`config.mk`:
```
export PLATFORM = sky130hd
export DESIGN_NAME = spi_master_fifo
export DESIGN_NICKNAME = d
export VERILOG_FILES = /design/src/rtl/spi_pkg.sv /design/src/rtl/spi_fifo.sv /design/src/rtl/spi_clkgen.sv /design/src/rtl/spi_engine.sv /design/src/rtl/spi_master_fifo.sv
export SDC_FILE = /design/constraint.sdc
export NUM_CORES = 1
export LEC_CHECK = 0
export BUFFER_PORTS_ARGS = -buffer_cell sky130_fd_sc_hd__buf_2
export CAP_MARGIN = 10
export CORE_ASPECT_RATIO = 0.5
export CORE_MARGIN = 2
export CORE_UTILIZATION = 55
export DETAILED_ROUTE_END_ITERATION = 8
export GPL_TIMING_DRIVEN = 0
export HOLD_SLACK_MARGIN = 0.12
export PLACE_DENSITY = 0.76
export SYNTH_ARGS = -nofsm -noshare
export SYNTH_HDL_FRONTEND = slang
export SYNTH_SLANG_ARGS = --single-unit
```
`constraint.sdc`:
```
create_clock -name clk_i -period 2.87 [get_ports clk_i]
set_clock_uncertainty 0.1 [all_clocks]
set_input_delay 0.287 -clock clk_i [delete_from_list [all_inputs] [get_ports clk_i]]
set_output_delay 0.287 -clock clk_i [all_outputs]
set_load 0.1 [all_outputs]
```
`src/rtl/spi_pkg.sv`:
```
package spi_pkg;
  typedef enum logic {ST_IDLE, ST_XFER} spi_state_e;
endpackage

```
`src/rtl/spi_fifo.sv`:
```
module spi_fifo #(
  parameter int WIDTH = 16,
  parameter int DEPTH = 4   // power of two
) (
  input  logic             clk_i,
  input  logic             rst_ni,
  input  logic             push_i,
  input  logic [WIDTH-1:0] data_i,
  input  logic             pop_i,
  output logic [WIDTH-1:0] data_o,
  output logic             full_o,
  output logic             empty_o
);
  localparam int AW = (DEPTH > 1) ? $clog2(DEPTH) : 1;
  localparam logic [AW:0] FULL_CNT = (AW+1)'(DEPTH);

  logic [WIDTH-1:0] mem_q [DEPTH];
  logic [AW-1:0]    wr_q, rd_q;
  logic [AW:0]      cnt_q;
  logic             do_push, do_pop;

  assign full_o  = (cnt_q == FULL_CNT);
  assign empty_o = (cnt_q == '0);
  assign do_push = push_i && !full_o;
  assign do_pop  = pop_i && !empty_o;
  assign data_o  = mem_q[rd_q];

  always_ff @(posedge clk_i or negedge rst_ni) begin
    if (!rst_ni) begin
      wr_q  <= '0;
      rd_q  <= '0;
      cnt_q <= '0;
    end else begin
      if (do_push) wr_q <= wr_q + 1'b1;
      if (do_pop)  rd_q <= rd_q + 1'b1;
      if (do_push && !do_pop)      cnt_q <= cnt_q + 1'b1;
      else if (do_pop && !do_push) cnt_q <= cnt_q - 1'b1;
    end
  end

  for (genvar i = 0; i < DEPTH; i++) begin : g_mem
    always_ff @(posedge clk_i or negedge rst_ni) begin
      if (!rst_ni)                                mem_q[i] <= '0;
      else if (do_push && wr_q == AW'(i))         mem_q[i] <= data_i;
    end
  end
endmodule

```
`src/rtl/spi_clkgen.sv`:
```
module spi_clkgen #(
  parameter int DIV_W = 8
) (
  input  logic             clk_i,
  input  logic             rst_ni,
  input  logic             run_i,
  input  logic [DIV_W-1:0] div_i,
  output logic             tick_o
);
  logic [DIV_W-1:0] cnt_q;

  assign tick_o = run_i && (cnt_q == div_i);

  always_ff @(posedge clk_i or negedge rst_ni) begin
    if (!rst_ni)              cnt_q <= '0;
    else if (!run_i || tick_o) cnt_q <= '0;
    else                      cnt_q <= cnt_q + 1'b1;
  end
endmodule

```
`src/rtl/spi_engine.sv`:
```
module spi_engine
  import spi_pkg::*;
#(
  parameter int DATA_W = 16,
  parameter int LEN_W  = $clog2(DATA_W)
) (
  input  logic              clk_i,
  input  logic              rst_ni,
  input  logic              en_i,
  input  logic [LEN_W-1:0]  len_i,
  input  logic              tick_i,
  input  logic              tx_empty_i,
  input  logic [DATA_W-1:0] tx_data_i,
  input  logic              miso_i,
  output logic              tx_pop_o,
  output logic              rx_push_o,
  output logic [DATA_W-1:0] rx_data_o,
  output logic              run_o,
  output logic              sck_o,
  output logic              ss_no,
  output logic              mosi_o
);
  localparam logic [LEN_W-1:0] SH_MAX = LEN_W'(DATA_W - 1);

  spi_state_e        state_q;
  logic              sck_q, ss_q;
  logic [DATA_W-1:0] sh_q, rx_q;
  logic [LEN_W-1:0]  bits_q;
  logic              last, take;
  logic [DATA_W-1:0] ld_val;

  // left-align so the first bit sits at the top of the shifter
  assign ld_val    = tx_data_i << (SH_MAX - len_i);
  assign last      = (state_q == ST_XFER) && tick_i && sck_q && (bits_q == '0);
  assign take      = en_i && !tx_empty_i && ((state_q == ST_IDLE) || last);
  assign tx_pop_o  = take;
  assign rx_push_o = en_i && last;
  assign rx_data_o = rx_q;
  assign run_o     = (state_q == ST_XFER);
  assign sck_o     = sck_q;
  assign ss_no     = ss_q;
  assign mosi_o    = sh_q[DATA_W-1];

  always_ff @(posedge clk_i or negedge rst_ni) begin
    if (!rst_ni) begin
      state_q <= ST_IDLE;
      sck_q   <= 1'b0;
      ss_q    <= 1'b1;
      sh_q    <= '0;
      rx_q    <= '0;
      bits_q  <= '0;
    end else if (!en_i) begin
      state_q <= ST_IDLE;
      sck_q   <= 1'b0;
      ss_q    <= 1'b1;
    end else if (take) begin
      state_q <= ST_XFER;
      sck_q   <= 1'b0;
      ss_q    <= 1'b0;
      sh_q    <= ld_val;
      rx_q    <= '0;
      bits_q  <= len_i;
    end else if (last) begin
      state_q <= ST_IDLE;
      sck_q   <= 1'b0;
      ss_q    <= 1'b1;
    end else if (state_q == ST_XFER && tick_i) begin
      if (!sck_q) begin
        sck_q <= 1'b1;
        rx_q  <= {rx_q[DATA_W-2:0], miso_i};
      end else begin
        sck_q  <= 1'b0;
        sh_q   <= {sh_q[DATA_W-2:0], 1'b0};
        bits_q <= bits_q - 1'b1;
      end
    end
  end
endmodule

```
`src/rtl/spi_master_fifo.sv`:
```
module spi_master_fifo #(
  parameter int DATA_W = 16,
  parameter int DEPTH  = 4,
  parameter int DIV_W  = 8,
  localparam int LEN_W = $clog2(DATA_W)
) (
  input  logic              clk_i,
  input  logic              rst_ni,
  input  logic              en_i,
  input  logic [LEN_W-1:0]  len_i,
  input  logic [DIV_W-1:0]  div_i,
  input  logic [DATA_W-1:0] tx_data_i,
  input  logic              tx_push_i,
  output logic              tx_full_o,
  output logic [DATA_W-1:0] rx_data_o,
  input  logic              rx_pop_i,
  output logic              rx_empty_o,
  output logic              ovr_o,
  output logic              sck_o,
  output logic              ss_no,
  output logic              mosi_o,
  output logic              mosi_oe_o,
  input  logic              miso_i
);
  logic              tx_empty, tx_pop, rx_push, rx_full, run, tick;
  logic [DATA_W-1:0] tx_head, rx_word;
  logic              ovr_q;

  spi_fifo #(.WIDTH(DATA_W), .DEPTH(DEPTH)) u_txq (
    .clk_i, .rst_ni,
    .push_i(tx_push_i), .data_i(tx_data_i),
    .pop_i(tx_pop), .data_o(tx_head),
    .full_o(tx_full_o), .empty_o(tx_empty)
  );

  spi_fifo #(.WIDTH(DATA_W), .DEPTH(DEPTH)) u_rxq (
    .clk_i, .rst_ni,
    .push_i(rx_push), .data_i(rx_word),
    .pop_i(rx_pop_i), .data_o(rx_data_o),
    .full_o(rx_full), .empty_o(rx_empty_o)
  );

  spi_clkgen #(.DIV_W(DIV_W)) u_clk (
    .clk_i, .rst_ni, .run_i(run), .div_i, .tick_o(tick)
  );

  spi_engine #(.DATA_W(DATA_W), .LEN_W(LEN_W)) u_eng (
    .clk_i, .rst_ni, .en_i, .len_i,
    .tick_i(tick), .tx_empty_i(tx_empty), .tx_data_i(tx_head), .miso_i,
    .tx_pop_o(tx_pop), .rx_push_o(rx_push), .rx_data_o(rx_word),
    .run_o(run), .sck_o, .ss_no, .mosi_o
  );

  always_ff @(posedge clk_i or negedge rst_ni) begin
    if (!rst_ni)                ovr_q <= 1'b0;
    else if (!en_i)             ovr_q <= 1'b0;
    else if (rx_push && rx_full) ovr_q <= 1'b1;
  end

  assign ovr_o     = ovr_q;
  assign mosi_oe_o = en_i;
endmodule

```
==> results.toml <==
[run_status]
status = "finished, final reports clean"

[clock_tree]
numClockSinks = 190
root_buffer = "clkbuf_16"
cts_buffer_depth = 2
cts.clk_slew.worst_paths_ps = 80
clkLatencyLatePin_ps = 440
cts_tree = "yes"
cts_buffers = 17
htreeDepth = 4

[worst_hold_path]
hold_path.class = "input port to flop"
hold_start = "len_i[3]"
min_path_cells = 4
min_to = "u_eng.sh_q[10]"

[global_routing]
grt-ovfl-total = 0
grt_use_total_pct = 23.02
grt_pass1_wl_mm = 32.15
grt_max_degree = 124
grt_pass1_vias = 6187
grt_antenna_before_repair = 0

[final_layout]
regArea_um2 = 4765
finalNonFillerCells = 1026
n_antenna_cell = 0
fillerInstances = 1202
drive_above_1_share_pct = 38.92
final_nets = 835
syn2layout_area_growth_pct = 17.21
multi_input_area_um2 = 4464

[sta]
relSlewSlack_pct = 51.87
worstMarginPinSlew_ps = 721.9
min_period_ps = 2740
timing.final.crit_share_pct = 95.47
finalSetupViolCount = 0
finalMaxSlewViolations = 0
hold_viol_final = 0
fmax_mhz = 364.9
setup_tns_ps = 0

[critical_path]
worst-setup-path-type = "flop to flop"
r2r-end = "u_rxq.cnt_q[2]"
crit_slowest_cell = "dfrtp_1"
reg2reg_depth = 10
crit_family = "simple AND/OR/NAND/NOR gates"
cp-end-kind = "flop"
crit_buf_inv = 1
critical_path_required_ps = 3130
crit_top_cell = "xor2_1"
timing.rr.start = "u_clk.cnt_q[2]"
path_max_fanout = 5
setup.worst_path.start_class = "flop"
rrSetupSlack_ps = 130
crit_chain = "xor2_1 > nor4_4 > nand2_4 > nor4b_4 > ha_2 > inv_2 > fa_2 > xor2_1 > nor2_1 > xor2_1"
cp_slowest_stage_delay_ps = 430
worst_ep_arrival_time_ps = 3000

[logic_synthesis]
yosysSeqAreaShare_pct = 50.82
synth_area_leader_cell = "dfrtp_1"
syn-num-nets = 738
synth_top_area_share_pct = 50.54
ys.flop_type = "dfrtp_1"
synth_common_cells = "dfrtp_1 (189), mux2_2 (109), nor2_1 (44)"
synthesis.area_um2 = 9358
syn_inst = 689
avgSynthCellArea_um2 = 13.58
synth_most_common_cell = "dfrtp_1"
ys_types = 56
async_flop_share_pct = 100.0
synth-seq-cells = 190
netlist_top_cells_area = "dfrtp_1 (51%), mux2_2 (13%), mux4_2 (6.7%)"
ys_warn_count = 0
synth_enable_flop_cells = 0

[routing]
drc_errors = 0
ant_nets = 0
drt_iter0_markers = 384
wl_per_cell_um = 18.81
avgViaCountPerCell = 5.735
firstDrtPassIters = 5
routed_wirelength_mm = 19.30
vias = 5884

[floorplanning]
die_area_um2 = 18140
rows = 33
io_pins = 57
die_y_um = 96.24
start_util_pct = 56.66
die_w_um = 188.5
core_area_um2 = 16520

[run]
drv_cap = 0

[placement]
routabilityCongestion = 0.9218
dp_hpwl_mm = 12.61
dpl.cell_count = 971
port_buffers = 54

[power]
power_leakage_nw = 5.215
p_per_area_nw_per_um2 = 915.9
ir_worst_vdd_v = 0.0005416
-- cell usage in the layout, fill, tap and decap left out, drive strengths merged, types with 20 or more instances in the layout --
cell type / n
buf: 73
clkbuf: 40
dfrtp: 189
dlygate4sd3: 20
inv: 21
mux2: 149
mux2i: 41
mux4: 28
nand2: 33
nor2: 44
-- logic make-up after synthesis --
logic type                 share of synthesized area (%)
adders and majority gates                          2.166
xor gates and xnor gates                           2.808
AOI/OAI and AO/OA                                  4.305
DFF                                                50.82
and+or+nand+nor                                    6.832
buffers and inverters                              2.407
muxes                                              30.66
-- metrics by stage --
stage	setup WS [ps]	instance area (um^2)	power (mW)	hold slack [ps]	util [%]
after detailed placement	-668.9	9987	7.296	179.5	60.47
after floorplan	-209.3	9395	6.405	-108.6	-
after global placement	-2134	9950	7.178	371.6	60.24
final	129.9	10970	10.05	256.5	66.41
after global routing	-0.4128	10970	10.59	282.4	66.41
after CTS	5.219	10920	10.03	261.1	66.11
-- flip-flops by register name, indices dropped and copies added (netlist names) --
| name | count |
|---|---|
| u_rxq.mem_q | 64 |
| u_txq.mem_q | 64 |
| u_eng.rx_data_o | 16 |
| u_eng.sh_q | 16 |
| u_clk.cnt_q | 8 |
| u_eng.bits_q | 4 |
| u_rxq.cnt_q | 3 |
| u_txq.cnt_q | 3 |
| u_rxq.rd_q | 2 |
| u_rxq.wr_q | 2 |
| u_txq.rd_q | 2 |
| u_txq.wr_q | 2 |
| ovr_o | 1 |
| u_eng.run_o | 1 |
| u_eng.sck_o | 1 |
| u_eng.ss_no | 1 |
-- routing by layer --
layer / wire length, um / GRT usage (%)
met5: 0 / 0
met1: 8977 / 31.23
met3: 831 / 4.375
met4: 277 / 8.138
met2: 9210 / 37.81
-- power breakdown --
group          switching, mW  internal [mW]
Sequential             0.533           3.40
Combinational           1.78           1.69
Clock                   1.12           1.52
-- how the worst max path moves through the flow --
stage                               from        endpoint  slack (ps)  depth (start not counted)
after global placement            rst_ni     u_eng.sck_o       -2130                          1
after floorplan           u_clk.cnt_q[2]  u_rxq.cnt_q[2]        -210                         10
after global routing      u_clk.cnt_q[2]  u_rxq.cnt_q[2]        -0.4                         10
final                     u_clk.cnt_q[2]  u_rxq.cnt_q[2]         130                         10
after detailed placement  u_clk.cnt_q[2]  u_txq.cnt_q[1]        -670                         10
after CTS                 u_clk.cnt_q[0]  u_txq.cnt_q[1]           5                         10
-- final cells by class --
| type | instances | share of cell area, % |
|---|---|---|
| buffer | 34 | 1.745 |
| clock buffer | 18 | 4.004 |
| clock inverter | 14 | 2.008 |
| inverter | 13 | 0.4677 |
| multi-input combinational | 449 | 40.70 |
| sequential | 190 | 43.44 |
| tap | 227 | 2.590 |
| timing repair buffer | 81 | 5.042 |
-- worst min-delay path, delay by kind of cell --
family / cells / cell delay (ps)
compound gates: 2 / 220
simple gates: 1 / 120
buf+inv: 1 / 130
-- timing repair --
item / 4_1_cts / 5_1_grt
gates resized for setup: 19 / 10
hold buffers: 20 / 0
pin swaps: 4 / 4
setup endpoints to repair: 76 / 15
setup buffers: 4 / 2
hold endpoints to repair: 137 / 0
(Power assumes the default switching activity.)
